### src/rtl/gpio_evt_pkg.sv
package gpio_evt_pkg;

    localparam int NPIN_DEF = 8;
    localparam int IDX_W    = 8;

    localparam logic [IDX_W-1:0] IX_DIR    = 8'h80;
    localparam logic [IDX_W-1:0] IX_LEVEL  = 8'h81;
    localparam logic [IDX_W-1:0] IX_MODE   = 8'h82;
    localparam logic [IDX_W-1:0] IX_PINS   = 8'h83;
    localparam logic [IDX_W-1:0] IX_EVT_EN = 8'h8E;
    localparam logic [IDX_W-1:0] IX_EVT_FL = 8'h8F;

    typedef enum logic [2:0] {
        SEL_NONE,
        SEL_DIR,
        SEL_LEVEL,
        SEL_MODE,
        SEL_PINS,
        SEL_EVT_EN,
        SEL_EVT_FL
    } reg_sel_e;

    // Per-pin configuration carried from the register file to the pad drivers.
    typedef struct packed {
        logic is_out;
        logic level;
        logic push_pull;
    } pin_cfg_t;

    typedef struct packed {
        logic oe;
        logic o;
    } pad_drv_t;

    function automatic reg_sel_e decode_idx(input logic [IDX_W-1:0] idx);
        reg_sel_e s;
        case (idx)
            IX_DIR:    s = SEL_DIR;
            IX_LEVEL:  s = SEL_LEVEL;
            IX_MODE:   s = SEL_MODE;
            IX_PINS:   s = SEL_PINS;
            IX_EVT_EN: s = SEL_EVT_EN;
            IX_EVT_FL: s = SEL_EVT_FL;
            default:   s = SEL_NONE;
        endcase
        return s;
    endfunction

    // Open drain only pulls low: the pad is enabled when the level is 0.
    function automatic pad_drv_t drive_of(input pin_cfg_t c);
        pad_drv_t d;
        if (!c.is_out) begin
            d.oe = 1'b0;
            d.o  = 1'b0;
        end else if (c.push_pull) begin
            d.oe = 1'b1;
            d.o  = c.level;
        end else begin
            d.oe = ~c.level;
            d.o  = 1'b0;
        end
        return d;
    endfunction

endpackage

### src/rtl/gpio_evt_sync.sv
module gpio_evt_sync
    import gpio_evt_pkg::*;
#(
    parameter int NPIN   = NPIN_DEF,
    parameter int STAGES = 2
) (
    input  logic            clk,
    input  logic            rst,
    input  logic [NPIN-1:0] pad_in,
    output logic [NPIN-1:0] lvl,
    output logic [NPIN-1:0] chg,
    output logic            armed
);
    localparam int WARM = STAGES + 1;
    localparam int CW   = $clog2(WARM + 1);

    logic [STAGES-1:0][NPIN-1:0] stg_q;
    logic [NPIN-1:0]             prev_q;
    logic [CW-1:0]               warm_q;

    always_ff @(posedge clk) begin
        if (rst) begin
            stg_q <= '0;
        end else begin
            stg_q[0] <= pad_in;
            for (int k = 1; k < STAGES; k++) begin
                stg_q[k] <= stg_q[k-1];
            end
        end
    end

    always_ff @(posedge clk) begin
        if (rst) begin
            prev_q <= '0;
        end else begin
            prev_q <= stg_q[STAGES-1];
        end
    end

    // Counts edges until the last stage and the comparison register hold samples.
    always_ff @(posedge clk) begin
        if (rst) begin
            warm_q <= '0;
        end else if (warm_q != CW'(WARM)) begin
            warm_q <= warm_q + CW'(1);
        end
    end

    assign armed = (warm_q == CW'(WARM));
    assign lvl   = stg_q[STAGES-1];
    assign chg   = armed ? (stg_q[STAGES-1] ^ prev_q) : '0;

    a_r11_cold_start: assert property (@(posedge clk) disable iff (rst)
        (warm_q == '0) |=> !armed);

endmodule

### src/rtl/gpio_evt_status.sv
module gpio_evt_status
    import gpio_evt_pkg::*;
#(
    parameter int NPIN = NPIN_DEF
) (
    input  logic            clk,
    input  logic            rst,
    input  logic [NPIN-1:0] chg,
    input  logic [NPIN-1:0] is_out,
    input  logic [NPIN-1:0] clr,
    input  logic [NPIN-1:0] en,
    output logic [NPIN-1:0] flag_q,
    output logic            req
);
    logic [NPIN-1:0] hit;

    assign hit = chg & ~is_out;

    for (genvar i = 0; i < NPIN; i++) begin : g_bit
        always_ff @(posedge clk) begin
            if (rst) begin
                flag_q[i] <= 1'b0;
            end else if (hit[i]) begin
                flag_q[i] <= 1'b1;
            end else if (clr[i]) begin
                flag_q[i] <= 1'b0;
            end
        end

        a_r6_set_wins: assert property (@(posedge clk) disable iff (rst)
            (chg[i] && !is_out[i] && clr[i]) |=> flag_q[i]);

        a_r5_clear: assert property (@(posedge clk) disable iff (rst)
            (!chg[i] && clr[i]) |=> !flag_q[i]);

        a_r4_out_no_set: assert property (@(posedge clk) disable iff (rst)
            (is_out[i] && !flag_q[i]) |=> !flag_q[i]);

        a_r3_rise_has_cause: assert property (@(posedge clk) disable iff (rst)
            $rose(flag_q[i]) |-> $past(chg[i]));
    end

    assign req = |(flag_q & en);

endmodule

### src/rtl/gpio_evt_regs.sv
module gpio_evt_regs
    import gpio_evt_pkg::*;
#(
    parameter int NPIN = NPIN_DEF
) (
    input  logic                       clk,
    input  logic                       rst,
    input  logic [IDX_W-1:0]           bus_idx,
    input  logic                       bus_wr,
    input  logic [NPIN-1:0]            bus_wdata,
    output logic [NPIN-1:0]            bus_rdata,
    input  logic [NPIN-1:0]            pin_lvl,
    input  logic [NPIN-1:0]            flag_q,
    output pin_cfg_t [NPIN-1:0]        cfg,
    output logic [NPIN-1:0]            dir_o,
    output logic [NPIN-1:0]            en_o,
    output logic [NPIN-1:0]            clr_o
);
    reg_sel_e        sel;
    logic [NPIN-1:0] dir_q;
    logic [NPIN-1:0] level_q;
    logic [NPIN-1:0] mode_q;
    logic [NPIN-1:0] en_q;

    assign sel = decode_idx(bus_idx);

    always_ff @(posedge clk) begin
        if (rst) begin
            dir_q   <= '0;
            level_q <= '0;
            mode_q  <= '0;
            en_q    <= '0;
        end else if (bus_wr) begin
            case (sel)
                SEL_DIR:    dir_q   <= bus_wdata;
                SEL_LEVEL:  level_q <= bus_wdata;
                SEL_MODE:   mode_q  <= bus_wdata;
                SEL_EVT_EN: en_q    <= bus_wdata;
                default:    ;
            endcase
        end
    end

    assign clr_o = (bus_wr && sel == SEL_EVT_FL) ? bus_wdata : '0;

    always_comb begin
        case (sel)
            SEL_DIR:    bus_rdata = dir_q;
            SEL_LEVEL:  bus_rdata = level_q;
            SEL_MODE:   bus_rdata = mode_q;
            SEL_PINS:   bus_rdata = pin_lvl;
            SEL_EVT_EN: bus_rdata = en_q;
            SEL_EVT_FL: bus_rdata = flag_q;
            default:    bus_rdata = '0;
        endcase
    end

    always_comb begin
        for (int i = 0; i < NPIN; i++) begin
            cfg[i].is_out    = dir_q[i];
            cfg[i].level     = level_q[i];
            cfg[i].push_pull = mode_q[i];
        end
    end

    assign dir_o = dir_q;
    assign en_o  = en_q;

    a_r2_ro_pins: assert property (@(posedge clk) disable iff (rst)
        (bus_wr && sel == SEL_PINS) |=> ($stable(dir_q) && $stable(level_q)
                                          && $stable(mode_q) && $stable(en_q)));

endmodule

### src/rtl/gpio_evt_pad.sv
module gpio_evt_pad
    import gpio_evt_pkg::*;
#(
    parameter int NPIN = NPIN_DEF
) (
    input  pin_cfg_t [NPIN-1:0] cfg,
    output logic [NPIN-1:0]     pad_oe,
    output logic [NPIN-1:0]     pad_out
);
    for (genvar i = 0; i < NPIN; i++) begin : g_pin
        pad_drv_t d;
        assign d          = drive_of(cfg[i]);
        assign pad_oe[i]  = d.oe;
        assign pad_out[i] = d.o;
    end
endmodule

### src/rtl/gpio_evt_bank.sv
module gpio_evt_bank
    import gpio_evt_pkg::*;
#(
    parameter int NPIN       = NPIN_DEF,
    parameter int SYNC_DEPTH = 2
) (
    input  logic             clk,
    input  logic             rst,
    input  logic [IDX_W-1:0] bus_idx,
    input  logic             bus_wr,
    input  logic [NPIN-1:0]  bus_wdata,
    output logic [NPIN-1:0]  bus_rdata,
    input  logic [NPIN-1:0]  pad_in,
    output logic [NPIN-1:0]  pad_oe,
    output logic [NPIN-1:0]  pad_out,
    output logic             smi_req
);
    pin_cfg_t [NPIN-1:0] cfg;
    logic [NPIN-1:0]     lvl;
    logic [NPIN-1:0]     chg;
    logic                armed;
    logic [NPIN-1:0]     dir;
    logic [NPIN-1:0]     en;
    logic [NPIN-1:0]     clr;
    logic [NPIN-1:0]     flag_q;

    gpio_evt_sync #(.NPIN(NPIN), .STAGES(SYNC_DEPTH)) u_sync (
        .clk    (clk),
        .rst    (rst),
        .pad_in (pad_in),
        .lvl    (lvl),
        .chg    (chg),
        .armed  (armed)
    );

    gpio_evt_regs #(.NPIN(NPIN)) u_regs (
        .clk       (clk),
        .rst       (rst),
        .bus_idx   (bus_idx),
        .bus_wr    (bus_wr),
        .bus_wdata (bus_wdata),
        .bus_rdata (bus_rdata),
        .pin_lvl   (lvl),
        .flag_q    (flag_q),
        .cfg       (cfg),
        .dir_o     (dir),
        .en_o      (en),
        .clr_o     (clr)
    );

    gpio_evt_status #(.NPIN(NPIN)) u_status (
        .clk    (clk),
        .rst    (rst),
        .chg    (chg),
        .is_out (dir),
        .clr    (clr),
        .en     (en),
        .flag_q (flag_q),
        .req    (smi_req)
    );

    gpio_evt_pad #(.NPIN(NPIN)) u_pad (
        .cfg     (cfg),
        .pad_oe  (pad_oe),
        .pad_out (pad_out)
    );

    a_r10_input_released: assert property (@(posedge clk) disable iff (rst)
        ((~dir & (pad_oe | pad_out)) == '0));

    a_r9_od_high_released: assert property (@(posedge clk) disable iff (rst)
        ((pad_oe & pad_out & ~bus_rdata & ~bus_rdata) == (pad_oe & pad_out & ~bus_rdata))
        && ((pad_out & ~pad_oe) == '0));

    a_r7_req_needs_enable: assert property (@(posedge clk) disable iff (rst)
        smi_req |-> (en != '0) && (flag_q != '0));

    a_r11_quiet_until_armed: assert property (@(posedge clk) disable iff (rst)
        !armed |=> $stable(flag_q) || (flag_q == '0));

endmodule

### config.mk
export PLATFORM = sky130hd
export DESIGN_NAME = gpio_evt_bank
export DESIGN_NICKNAME = d
export VERILOG_FILES = /design/src/rtl/gpio_evt_pkg.sv /design/src/rtl/gpio_evt_sync.sv /design/src/rtl/gpio_evt_status.sv /design/src/rtl/gpio_evt_regs.sv /design/src/rtl/gpio_evt_pad.sv /design/src/rtl/gpio_evt_bank.sv
export SDC_FILE = /design/constraint.sdc
export NUM_CORES = 1
export LEC_CHECK = 0
export ABC_AREA = 0
export BUFFER_PORTS_ARGS = -buffer_cell sky130_fd_sc_hd__buf_2
export CORE_ASPECT_RATIO = 1.2
export CORE_MARGIN = 5
export CORE_UTILIZATION = 50
export CTS_BUF_LIST = sky130_fd_sc_hd__clkbuf_8
export CTS_CLUSTER_SIZE = 16
export DETAILED_ROUTE_END_ITERATION = 6
export GPL_ROUTABILITY_DRIVEN = 0
export PLACE_DENSITY = 0.74
export SLEW_MARGIN = 20
export SYNTH_ARGS = -nofsm -noshare
export SYNTH_HDL_FRONTEND = slang
export SYNTH_HIERARCHICAL = 1
export SYNTH_SLANG_ARGS = --single-unit
### constraint.sdc
create_clock -name clk -period 1.2 [get_ports clk]
set_input_delay 0.12 -clock clk [delete_from_list [all_inputs] [get_ports clk]]
set_output_delay 0.12 -clock clk [all_outputs]
set_load 0.1 [all_outputs]
==> results.txt, run 1 <==
- In the final design database the tool counted between 400 and 500 nets.
- Global routing used between 20% and 30% of the available tracks.
* Post-Synthesis Cell Area: 3110 um2
- Core region area: between 6000 and 7000 um2
- Prior to clock tree synthesis, the placed netlist has a worst setup slack of -353 ps.
* Routed Antenna Nets: 0
- IR analysis of the VDD net gives a maximum drop of 969 uV.
* Pin count of the biggest net entering global routing: 25
- Top-level port count: 52
- Worst stage delay on the critical path: between 300 and 400 ps
* Max Fanout on Critical Path: 2
- Register area share after synthesis: about 42%
* Clk sinks: 66
- Including well taps, the total number of placed cells is about 480.
* Fraction of final layout cells sized beyond drive strength 1: about half
- After synthesis, the share of flip-flops with an asynchronous set or reset is 0%.
- Once layout is complete, the utilization of the core stands at 79.7%.
- The max-slew violation total from the final report was 0.
* Total buffers and inverters traversed by the critical path: 1
- Counting every net in the synthesized netlist gives around 360.
- Placement Rows: 31
- The largest total area in the synthesized netlist belongs to sky130_fd_sc_hd__dfxtp_1.
* Fraction of the cycle the final worst path needs: 143%
- The synthesized design contains 0 enable-type register cells.
- The detailed router placed around 2700 vias in this run.
- Across all register-to-register paths, the minimum setup slack is around 120 ps.
* Wirelength per Cell: around 17 um
- Launching element type of the critical path: register
- For the worst setup path, the data required time is approximately 1100 ps.
* Number of distinct library cell variants in the gate-level netlist after synthesis: 34
* Cells along the critical path: mux2i_1, a2bb2oi_1, o22ai_1, a21o_4, buf_12
* Setup repair after global routing missed its margin: true
- Setup violations remaining at the end of the flow were counted as 25.
* Instance count along the most critical hold path: 3
- Clock tree from TritonCTS: built
- Skew final: 5.81 ps
* Arrival time reported for the critical path endpoint: between 1500 and 2000 ps
- Transition at the pin with the smallest max-transition slack: 309 ps
- Summing all multi-input logic gate instances after layout gives 1830 um2.
- The floorplan step set the die height to between 90 and 100 um.
* Global-route wire length before repair: between 10 and 15 mm
- Library cell with the highest instance count after synthesis: sky130_fd_sc_hd__dfxtp_1
- The final hold violation count was 0.
* Slack of the critical path: -510 ps
- Launch instance of the worst register-to-register path: u_sync/warm_q[0]
* Starting density of the core: between 50% and 60%
* Length of the first detailed-routing pass in iterations: 5
- The count of buffers added on input and output ports is 51.
* Critical Path Slowest Stage Cell: sky130_fd_sc_hd__dfxtp_2
- Worst rel slew slack: between 70 and 80%
* Total of max-cap violations: 0
- Endpoint kind of the worst setup timing path: output pin
- The number of antenna diodes in the final layout is 0.
* Vias in the first global route: 2666
* Reg-to-Reg End: u_status/flag_q[6]
- Peak Freq: between 500 and 600 MHz
- Startpoint of the worst hold path: bus_wdata[3]
- TritonCTS created 9 clock buffers.
* Area of the die: ~8000 um2
- Maximum number of buffers from clock root to sink: 2
- Count of H-tree levels built during CTS: 3
* CP top delay family: compound AO/OA/AOI/OAI gates
- After synthesis, the largest area contributor takes up 42.5% of total cell area.
* Final worst hold slack: approximately 76 ps
- For this design the static power due to leakage is 2.05 nW.
- For this design the ratio of total power to cell area is approximately 950 nW/um2.
- After layout, the minimum clock period comes to ~1700 ps.
* Filler cell count: between 300 and 400
* Number of cells on the worst reg-to-reg path: 4
- Synthesis-stage register bit count: 66
- Most common flop cell mapped by yosys: sky130_fd_sc_hd__dfxtp_1
* Clock Root Buffer: sky130_fd_sc_hd__clkbuf_8
- The setup path with the least slack is of type reg -> out.
- After clock tree synthesis, the clock-pin slew on the worst setup and hold paths is approximately 80 ps.
* Average vias per placed instance: around 5.3
* Path type of the worst min-delay path: in -> reg
- The initial antenna violation count is 0.
- For this block, the initial DRC count from the detailed router was slightly below 300.
- In the synthesized netlist, the number of instances is 328.
- Register Area: around 1400 um2
* Gr ovfl total: 0
* Area Growth Syn to Fin: 55.1%
- Number of standard cells in the final layout excluding fillers: between 500 and 600
- Syn avg cell area: roughly 9.5 um2
* Die width: 82.0 um
- Commonest cells in the netlist: sky130_fd_sc_hd__dfxtp_1, sky130_fd_sc_hd__mux2i_1, sky130_fd_sc_hd__nor2_1
- For this run, design rule violations remaining after detail routing come to 0.
- For the worst-skew pair, the clock arrives at the later sink with an insertion delay of between 300 and 400 ps.
- For this run, the number of Yosys warnings is 6.
- After detailed routing, the total wire length is roughly 8.5 mm.
* Area contributors post-synth: sky130_fd_sc_hd__dfxtp_1, sky130_fd_sc_hd__mux2i_1, sky130_fd_sc_hd__nor2b_1
* Hold Path End: u_regs/mode_q[3]
* Violated checks: setup timing
- Run status: finished, violations left
- Final HPWL DP: ~5.8 mm
## metrics by stage
step                instance area [um2]  total power, mW  setup TNS (ps)
floorplan                          3300             2.52           -5320
global placement                   4230             2.65           -9170
detailed placement                 4230             2.66          -10710
CTS                                4730             4.58           -5240
global route                       4820             4.74           -6160
finish                             4820             4.57           -5140
## worst max-delay path by stage
stage | startpoint | endpoint | depth (start not counted)
2_1_floorplan | bus_idx[5] | bus_rdata[4] | 3
3_3_place_gp | bus_idx[1] | bus_rdata[6] | 7
3_5_place_dp | bus_idx[5] | bus_rdata[1] | 7
4_1_cts | u_sync/lvl[2] | bus_rdata[2] | 5
5_1_grt | u_regs/level_q[2] | bus_rdata[2] | 5
6_report | u_regs/mode_q[5] | bus_rdata[5] | 5
## timing repair
item | 4_1_cts | 5_1_grt
pin swaps | 18 | 14
endpoints found under the hold margin | 8 | 0
hold buffers | 8 | 0
setup buffers | 3 | 16
setup endpoints to repair | 25 | 31
gates resized for setup | 79 | 16
## kinds of logic after synthesis
| group | after synthesis | share of synthesized area (%) |
|---|---|---|
| simple gates | 119 | 21.6 |
| flops | 66 | 42.5 |
| compound gates | 51 | 11.6 |
| mux | 41 | 13.2 |
| buf+inv | 40 | 7.69 |
| xor+xnor | 9 | 2.54 |
| fa+ha+maj | 2 | 0.805 |
## where the power goes
group | switching (mW) | internal [mW]
Combinational | 0.187 | 0.184
Clock | 0.898 | 1.01
Sequential | 0.0380 | 2.25
Total | 1.12 | 3.44
## worst register-to-register path: stages (launching register included)
cell and delay (ps):
sky130_fd_sc_hd__dfxtp_1 380, sky130_fd_sc_hd__ha_2 260, sky130_fd_sc_hd__and2_1 170, sky130_fd_sc_hd__nand2b_1 70, sky130_fd_sc_hd__a21oi_1 130
## final cells by class
class	count	area share [%]
multi-input combinational	222	37.9
sequential	66	28.1
timing repair buffer	122	26.7
clock buffer	10	2.85
tap	82	2.13
clock inverter	6	1.37
inverter	8	0.934
## per-layer routing
layer  share of wire [%]  vias to the layer above  track usage (%)
met2                  51                      110             38.1
li1                    -                     1307                -
met4                 2.0                        0             11.4
met1                  40                     1296             26.8
met5                   0                        -                0
met3                 6.4                       18             4.73
## flip-flops by register name, indices dropped and copies added, names as in the netlist
name and flops:
u_regs/dir_o 8, u_regs/en_o 8, u_regs/level_q 8, u_regs/mode_q 8
u_status/flag_q 8, u_sync/lvl 8, u_sync/prev_q 8, u_sync/stg_q 8
u_sync/warm_q 2
## cells in the final DEF, fill, tap and decap left out, types with 9 or more instances in the layout
master,n
sky130_fd_sc_hd__buf_6,21
sky130_fd_sc_hd__and2_1,17
sky130_fd_sc_hd__xor2_1,9
sky130_fd_sc_hd__dfxtp_2,28
sky130_fd_sc_hd__nor2b_1,24
sky130_fd_sc_hd__dfxtp_1,38
sky130_fd_sc_hd__nor2_1,38
sky130_fd_sc_hd__buf_12,27
sky130_fd_sc_hd__buf_2,26
sky130_fd_sc_hd__buf_4,40
sky130_fd_sc_hd__clkbuf_8,10
sky130_fd_sc_hd__nand2b_1,16
sky130_fd_sc_hd__mux2i_1,38
No activity file was read; power rests on OpenSTA's default activity.
==> run 2, diff against run 1 <==
--- a/config.mk
+++ b/config.mk
@@ -5,8 +5,8 @@
 export SDC_FILE = /design/constraint.sdc
 export NUM_CORES = 1
 export LEC_CHECK = 0
-export ABC_AREA = 0
-export BUFFER_PORTS_ARGS = -buffer_cell sky130_fd_sc_hd__buf_2
+export ABC_AREA = 1
+export BUFFER_PORTS_ARGS = -buffer_cell sky130_fd_sc_hd__buf_4
 export CORE_ASPECT_RATIO = 1.2
 export CORE_MARGIN = 5
 export CORE_UTILIZATION = 50
@@ -14,7 +14,7 @@
 export CTS_CLUSTER_SIZE = 16
 export DETAILED_ROUTE_END_ITERATION = 6
 export GPL_ROUTABILITY_DRIVEN = 0
-export PLACE_DENSITY = 0.74
+export PLACE_DENSITY = 0.73
 export SLEW_MARGIN = 20
 export SYNTH_ARGS = -nofsm -noshare
 export SYNTH_HDL_FRONTEND = slang
==> results.txt, run 2 <==
* Run status: finished, violations left (unchanged)
* Violated checks: setup timing (unchanged)
- The core footprint came to 7150 um2 (was 6050 um2).
- The post-synthesis sequential element count was 66 (unchanged).
- Total of max-cap violations: 0 (unchanged)
- Clk sinks: 66 (unchanged)
- Arrival time reported for the critical path endpoint: 1300 ps (was 1590 ps)
* Drt drc: 0 (unchanged)
* Register Area: 1410 um2 (was 1360 um2)
* Skew final: 15.6 ps (was 5.81 ps)
- Area contributors post-synth: sky130_fd_sc_hd__dfxtp_1, sky130_fd_sc_hd__nand2_1, sky130_fd_sc_hd__nor2_1 (was sky130_fd_sc_hd__dfxtp_1, sky130_fd_sc_hd__mux2i_1, sky130_fd_sc_hd__nor2b_1).
* Sum of routed wire length over all layers: 13.2 mm (was 8.52 mm)
- Critical path destination: bus_rdata[0] (was bus_rdata[5])
- The leakage power figure was 2.64 nW (was 2.05 nW).
* Clock Root Buffer: sky130_fd_sc_hd__clkbuf_8 (unchanged)
- Maximum number of buffers from clock root to sink: 2 (unchanged)
- The H-tree depth came to 3 (unchanged).
- Fraction of the cycle the final worst path needs: 118% (was 143%)
- Diodes inserted: 0 (unchanged)
* Cells along the critical path: buf_4, nor2_4, nand2_4, nor2_4, nand2_1, nand2_2, inv_2, nand2_4, buf_12 (was mux2i_1, a2bb2oi_1, o22ai_1, a21o_4, buf_12)
- Starting density of the core: 50.6% (was 51.4%)
- Length of the first detailed-routing pass in iterations: 5 (unchanged)
* Transition at the pin with the smallest max-transition slack: 323 ps (was 309 ps)
- FFs w/ async S/R, synth: 0% (unchanged)
- Initial antenna violation count: 0 (unchanged)
* Fraction of final layout cells sized beyond drive strength 1: 47.3% (was 48.6%)
- Worst stage delay on the critical path: 290 ps (was 340 ps)
- Launching element type of the critical path: primary input (was register)
- The maximum number of pins on one net before global-route repair was 33 (was 25).
- Clock-pin slew on the worst setup and hold paths: 80 ps (about the same)
- Routed Antenna Nets: 0 (unchanged)
* Max Fanout on Critical Path: 8 (was 2)
* Average vias per placed instance: 5.43 (was 5.29)
- Clock tree from TritonCTS: built (unchanged)
- The upper clock frequency limit came to 705 MHz (was 585 MHz).
* Setup repair after global routing missed its margin: true (unchanged)
* Final HPWL DP: 6.05 mm (was 5.79 mm)
- Portion of synthesized cell area occupied by the leading cell type: 36.5% (was 42.5%)
- The area of the mapped netlist came to 3620 um2 (was 3110 um2).
- Commonest cells in the netlist: sky130_fd_sc_hd__nand2_1, sky130_fd_sc_hd__nor2_1, sky130_fd_sc_hd__inv_1 (was sky130_fd_sc_hd__dfxtp_1, sky130_fd_sc_hd__mux2i_1, sky130_fd_sc_hd__nor2_1)
- The insertion delay to the later sink of the worst-skew pair came to 360 ps (was 350 ps).
- Areal power density over the cells: 821 nW/um2 (was 947 nW/um2)
- Final hold violation count: 0 (unchanged)
* Shortest period the worst path allows: 1420 ps (was 1710 ps)
* Most frequent standard cell in the layout excluding fill and tap cells: sky130_fd_sc_hd__nor2_1 (was sky130_fd_sc_hd__buf_4)
- The number of buffers inserted during clock tree synthesis was 9 (unchanged).
- The sum of negative setup slack was -3000 ps (was -5140 ps).
- Biggest area consumer among synthesized cells: sky130_fd_sc_hd__dfxtp_1 (unchanged)
- The leading register cell type out of synthesis is sky130_fd_sc_hd__dfxtp_1 (unchanged).
* Number of synthesized flops with an enable pin: 0 (unchanged)
- Worst rel slew slack: 78.4% (was 79.4%)
- The wire length of the first global-routing pass was 16.8 mm (was 13.2 mm).
- The number of top-level pins was 52 (unchanged).
* Die width: 87.7 um (was 82.0 um)
* Launch instance of the worst register-to-register path: u_sync/warm_q[0] (unchanged)
* Filler cell count: 384 (was 366)
- Synthesized net count: 614 (was 357)
- The path category of the worst min-delay check is in -> reg (unchanged).
* Total buffers and inverters traversed by the critical path: 3 (was 1)
- Placement Rows: 34 (was 31)
* Port Buffer Count: 51 (unchanged)
* Die Height: 103 um (was 96.4 um)
- Area Growth Syn to Fin: 58.6% (was 55.1%)
- Number of DRC markers in iteration 0: 542 (was 292)
* Top library cells by usage in the layout, fill and taps aside: sky130_fd_sc_hd__nor2_1, sky130_fd_sc_hd__nand2_1, sky130_fd_sc_hd__inv_1 (was sky130_fd_sc_hd__buf_4, sky130_fd_sc_hd__nor2_1, sky130_fd_sc_hd__mux2i_1, sky130_fd_sc_hd__dfxtp_1, sky130_fd_sc_hd__dfxtp_2)
* Path type of the worst setup path: in -> out (was reg -> out)
- Power after layout: 4.71 mW (was 4.57 mW)
- Vias in the first global route: 3570 (was 2666)
- Endpoint kind of the worst setup timing path: output pin (unchanged)
- Global routing usage summed across all routing layers: 23.7% (was 22.6%)
- WP data required: 1080 ps (about the same)
- Register area share after synthesis: 36.5% (was 42.5%)
* Area used by multi-input combinational logic: 2350 um2 (was 1830 um2)
- The cell with the largest stage delay on the worst path is sky130_fd_sc_hd__nor2_4 (was sky130_fd_sc_hd__dfxtp_2).
* Vias after detailed routing: 4128 (was 2731)
* Nets: 694 (was 458)
- The count of distinct cell types in the synthesized netlist came to 18 (was 34).
- Slack of the critical path: -218 ps (was -510 ps)
- The top cell family by delay on the critical path is simple AND/OR/NAND/NOR gates (was compound AO/OA/AOI/OAI gates).
- Count of endpoints failing setup in the final report: 31 (was 25)
- Synth Instances: 585 (was 328)
- Critical path depth: 9 (was 5)
- The total congestion overflow after global routing is 0 (unchanged).
* Wirelength per Cell: 17.4 um (was 16.5 um)
- Max-slew violations: 0 (unchanged)
- Syn avg cell area: 6.19 um2 (was 9.48 um2)
- Area of the die: 9050 um2 (was 7900 um2)
- The depth of the worst register-to-register path came to 5 (was 4).
- The maximum VDD drop came to 844 uV (was 969 uV).
- The endpoint of the worst register-to-register path is u_status/flag_q[4] (was u_status/flag_q[6]).
- The number of warnings printed during yosys synthesis came to 6 (unchanged).
* R2r setup slk: 170 ps (was 120 ps)
- Library cell with the highest instance count after synthesis: sky130_fd_sc_hd__nand2_1 (was sky130_fd_sc_hd__dfxtp_1)
* Origin of the worst setup path: bus_idx[3] (was u_regs/mode_q[5])
-- run 2: changes by cell type in the layout (fill, tap and decap cells not counted), sizes merged, moves of 13 or more --
cell,delta
nand2,+173
nor2,+107
inv,+95
nand3,+51
mux2i,-40
buf,-24
nor2b,-24
and2,-17
nand2b,-16
a22oi,-13
-- run 2: per-stage QoR --
step | worst slack, ps | instance area [um2] | hold slack [ps] | cells | util (%)
after floorplan | -36.4 | 3820 | 227 | 585 | -
after global placement | -208 | 4210 | 319 | 707 | 58.8
after detailed placement | -273 | 4210 | 327 | 707 | 58.8
after CTS | -158 | 5290 | 25.5 | 751 | 74.0
after global routing | -229 | 5740 | 50.0 | 760 | 80.3
final | -218 | 5740 | 36.7 | 760 | 80.3
-- run 2: layer usage --
layer	vias up	global-route usage, %	share of wire, %
li1	1864	-	-
met1	1847	29.1	37
met2	316	39.7	47
met3	101	3.65	8.8
met4	0	12.6	7.7
met5	-	0	0
-- run 2: tightest hold or removal path: stages --
cell,delay [ps]
sky130_fd_sc_hd__buf_4,110
sky130_fd_sc_hd__nor2_1,40
sky130_fd_sc_hd__nor2_1,90
-- run 2: worst min path at each step --
stage	from	end	depth (start not counted)
global route	bus_wdata[0]	u_regs/en_o[0]	3
finish	bus_wdata[7]	u_regs/en_o[7]	3
floorplan	pad_in[0]	u_sync/stg_q[0]	2
detailed placement	pad_in[1]	u_sync/stg_q[1]	3
global placement	pad_in[7]	u_sync/stg_q[7]	3
CTS	bus_wdata[7]	u_regs/en_o[7]	3
-- run 2: power breakdown --
group,internal (mW),switching [mW],total (mW),leakage (nW)
sequential,2.22,0.0495,2.27,0.563
combinational,0.230,0.300,0.530,1.97
clock,1.00,0.913,1.91,0.105
total,3.45,1.26,4.71,2.64
-- run 2: area by class of cell --
type | count | area share, %
multi-input cells | 387 | 40.9
flip-flops and latches | 66 | 24.6
repair buffers | 100 | 22.3
inverters | 101 | 6.78
clock buffers | 10 | 2.40
well taps | 90 | 1.96
clock inverters | 6 | 1.02
-- run 2: timing repair --
| item | in CTS | in global routing |
|---|---|---|
| resized for setup | 181 | 115 |
| endpoints found under the setup margin | 25 | 33 |
| cloned | 4 | 3 |
| pin swaps | 34 | 55 |
| hold endpoints to repair | 8 | 0 |
| hold buffers | 8 | 0 |
| setup buffers | 16 | 8 |
-- run 2: cell families after synthesis --
family | share of synthesized area [%]
simple gates | 43.8
flops | 36.5
compound gates | 1.94
fa+ha+maj | 0.691
buf+inv | 17.1
==> run 3, diff against run 2 <==
--- a/config.mk
+++ b/config.mk
@@ -5,7 +5,7 @@
 export SDC_FILE = /design/constraint.sdc
 export NUM_CORES = 1
 export LEC_CHECK = 0
-export ABC_AREA = 1
+export ABC_AREA = 0
 export BUFFER_PORTS_ARGS = -buffer_cell sky130_fd_sc_hd__buf_4
 export CORE_ASPECT_RATIO = 1.2
 export CORE_MARGIN = 5
@@ -14,7 +14,7 @@
 export CTS_CLUSTER_SIZE = 16
 export DETAILED_ROUTE_END_ITERATION = 6
 export GPL_ROUTABILITY_DRIVEN = 0
-export PLACE_DENSITY = 0.73
+export PLACE_DENSITY = 0.74
 export SLEW_MARGIN = 20
 export SYNTH_ARGS = -nofsm -noshare
 export SYNTH_HDL_FRONTEND = slang
==> results.txt, run 3 (synthesized netlist as in run 1, its figures left out) <==
- The fraction of final layout cells with drive strength greater than 1 was 51.6% (was 47.3%).
- Filler cell count: 327 (was 384)
- Die Height: 96.4 um (was 103 um)
- The final cell utilization of the core was 82.8% (was 80.3%).
- The post-route minimum period is 1680 ps (was 1420 ps).
* Maximum number of buffers from clock root to sink: 2 (unchanged)
- Global-route wire length before repair: 15.1 mm (was 16.8 mm)
- Launching element type of the critical path: register (was primary input)
- The number of top-level pins came to 52 (unchanged).
- Drt drc: 0 (unchanged)
* Top library cells by usage in the layout, fill and taps aside: sky130_fd_sc_hd__buf_4, sky130_fd_sc_hd__nor2_1, sky130_fd_sc_hd__dfxtp_1 (was sky130_fd_sc_hd__nor2_1, sky130_fd_sc_hd__nand2_1, sky130_fd_sc_hd__inv_1)
- Violated checks: setup timing (unchanged).
- Length of the first detailed-routing pass in iterations: 5 (unchanged)
- Placement Rows: 31 (was 34)
* Path type of the worst setup path: reg -> out (was in -> out)
- The sort of element at the end of the critical path is an output pin (unchanged).
* Clk sinks: 66 (unchanged)
* Nets: 460 (was 694)
- The starting utilization of the core area is 51.4% (was 50.6%).
- The maximum cell stage delay along the critical path was 340 ps (was 290 ps).
* Slack of the critical path: -482 ps (was -218 ps)
- The final critical-path share of the clock period was 140% (was 118%).
* Cells along the critical path: mux2i_2, a2bb2oi_2, o22ai_1, a21o_4, buf_12 (was buf_4, nor2_4, nand2_4, nor2_4, nand2_1, nand2_2, inv_2, nand2_4, buf_12)
* Port Buffer Count: 51 (unchanged)
- Clock Root Buffer: sky130_fd_sc_hd__clkbuf_8 (unchanged)
* Area used by multi-input combinational logic: 1900 um2 (was 2350 um2)
* Count of H-tree levels built during CTS: 3 (unchanged)
- The sum of negative setup slack was -5930 ps (was -3000 ps).
* Total of max-cap violations: 0 (unchanged)
- The area occupied by registers was 1360 um2 (was 1410 um2).
- The detailed-route via count was 2889 (was 4128).
- Area of the die: 7900 um2 (was 9050 um2)
* Max-slew violations: 0 (unchanged)
- The number of global-route vias before repair came to 2974 (was 3570).
* Peak Freq: 594 MHz (was 705 MHz)
* Max Fanout on Critical Path: 2 (was 8)
- The maximum VDD drop was 924 uV (was 844 uV).
- Total clock buffers created by CTS: 9 (unchanged)
- Area Growth Syn to Fin: 61.2% (was 58.6%)
* Number of cells on the worst reg-to-reg path: 4 (was 5)
- The number of nets still failing antenna checks after routing came to 0 (unchanged).
- The core footprint came to 6050 um2 (was 7150 um2).
- Hold Path End: u_sync/stg_q[4] (was u_regs/en_o[7])
- The total wire length was 10.1 mm (was 13.2 mm).
* Instance count along the most critical hold path: 2 (was 3)
- Critical Path Slowest Stage Cell: sky130_fd_sc_hd__dfxtp_2 (was sky130_fd_sc_hd__nor2_4)
- The worst hold path startpoint is pad_in[4] (was bus_wdata[7]).
* Diodes inserted: 0 (unchanged)
- The average wire per cell in the routed design came to 19.5 um (was 17.4 um).
* Global routing usage summed across all routing layers: 25.9% (was 23.7%)
- Leakage power: 2.11 nW (was 2.64 nW)
- Launch instance of the worst register-to-register path: u_sync/warm_q[0] (unchanged)
- The ratio of routed vias to standard cells is 5.58 (was 5.43).
- The clock tree from TritonCTS was built (unchanged).
* Skew final: 6.65 ps (was 15.6 ps)
- The insertion delay to the later sink of the worst-skew pair came to 330 ps (was 360 ps).
* R2r setup slk: 50 ps (was 170 ps)
* Worst rel slew slack: 79.8% (was 78.4%)
- Run status: finished, violations left (unchanged).
* Number of DRC markers in iteration 0: 304 (was 542)
- The final hold violation count is 0 (unchanged).
- The leading cell type in the layout, fill and taps excluded is sky130_fd_sc_hd__buf_4 (was sky130_fd_sc_hd__nor2_1).
- Final instance area: 5010 um2 (was 5740 um2)
- Count of endpoints failing setup in the final report: 45 (was 31)
- Die width: 82.0 um (was 87.7 um)
- WP data required: 1080 ps (about the same)
* Areal power density over the cells: 924 nW/um2 (was 821 nW/um2)
- Setup repair after global routing missed its margin: true (unchanged)
* Transition at the pin with the smallest max-transition slack: 303 ps (was 323 ps)
- The area of placed instances was 4020 um2 (was 4210 um2).
- Clock-pin slew on the worst setup and hold paths: 70 ps (was 80 ps)
* Reg-to-Reg End: u_status/flag_q[6] (was u_status/flag_q[4])
- Path type of the worst min-delay path: in -> reg (unchanged)
- The data arrival time of the critical path came to 1560 ps (was 1300 ps).
* Initial antenna violation count: 0 (unchanged)
- The total congestion overflow after global routing came to 0 (unchanged).
* Pin count of the biggest net entering global routing: 29 (was 33)
- The half-perimeter wire length after detailed placement was 5.75 mm (was 6.05 mm).
* Power after layout: 4.63 mW (was 4.71 mW)
## run 3: cell count changes in the layout (fill, tap and decap cells not counted), moves of 26 or more
cell,previous run,this run
sky130_fd_sc_hd__mux2i_1,0,36
sky130_fd_sc_hd__nand3_2,28,2
sky130_fd_sc_hd__inv_1,81,1
sky130_fd_sc_hd__nand2_1,111,2
sky130_fd_sc_hd__nor2_1,112,38
sky130_fd_sc_hd__nand2_2,39,1
## run 3: where the power goes
group | leakage [nW] | internal [mW] | switching, mW
registers | 0.551 | 2.25 | 0.0468
clock network | 0.103 | 1.06 | 0.846
logic | 1.45 | 0.221 | 0.208
## run 3: layer usage
metal	share of wire, %	wire length, um	global-route usage (%)	vias to the layer above
li1	-	-	-	1320
met1	38	3820	29.2	1365
met2	51	5100	44.8	151
met3	6.5	660	5.66	53
met4	4.9	494	14.4	0
met5	0	0	0	-
## run 3: worst max-delay path by stage
stage / start / to / depth (start not counted)
after floorplan: bus_idx[5] / bus_rdata[4] / 3
after global placement: bus_idx[5] / bus_rdata[3] / 7
after detailed placement: bus_idx[5] / bus_rdata[3] / 7
after CTS: u_regs/level_q[2] / bus_rdata[2] / 5
after global routing: u_regs/mode_q[5] / bus_rdata[5] / 5
final: u_regs/mode_q[7] / bus_rdata[7] / 5
## run 3: repair_timing
| action | 4_1_cts | 5_1_grt |
|---|---|---|
| gates cloned | 0 | 0 |
| pin swaps | 21 | 15 |
| gates resized for setup | 158 | 28 |
| setup buffers | 5 | 14 |
| hold endpoints to repair | 7 | 0 |
| hold buffers | 7 | 0 |
| setup endpoints to repair | 25 | 49 |
## run 3: final cells by class
type                       count  area share (%)
clock inverter                 5            1.07
multi-input combinational    222            37.9
inverter                       8           0.799
timing repair buffer         124            28.1
tap                           82            2.05
clock buffer                  11            3.02
sequential                    66            27.1
## run 3: stage by stage
step / instances / hold WS (ps) / worst slack [ps]
3_5_place_dp: 484 / 338 / -457
5_1_grt: 518 / 25.7 / -521
6_report: 518 / 24.2 / -482
3_3_place_gp: 484 / 329 / -442
2_1_floorplan: 328 / 192 / -336
4_1_cts: 512 / 8.05 / -481
## run 3: critical path, delay by kind of cell (launching register included)
family / cells / cell delay [ps]
buffers and inverters: 1 / 160
DFF: 1 / 340
AOI/OAI and AO/OA: 3 / 530
muxes: 1 / 200
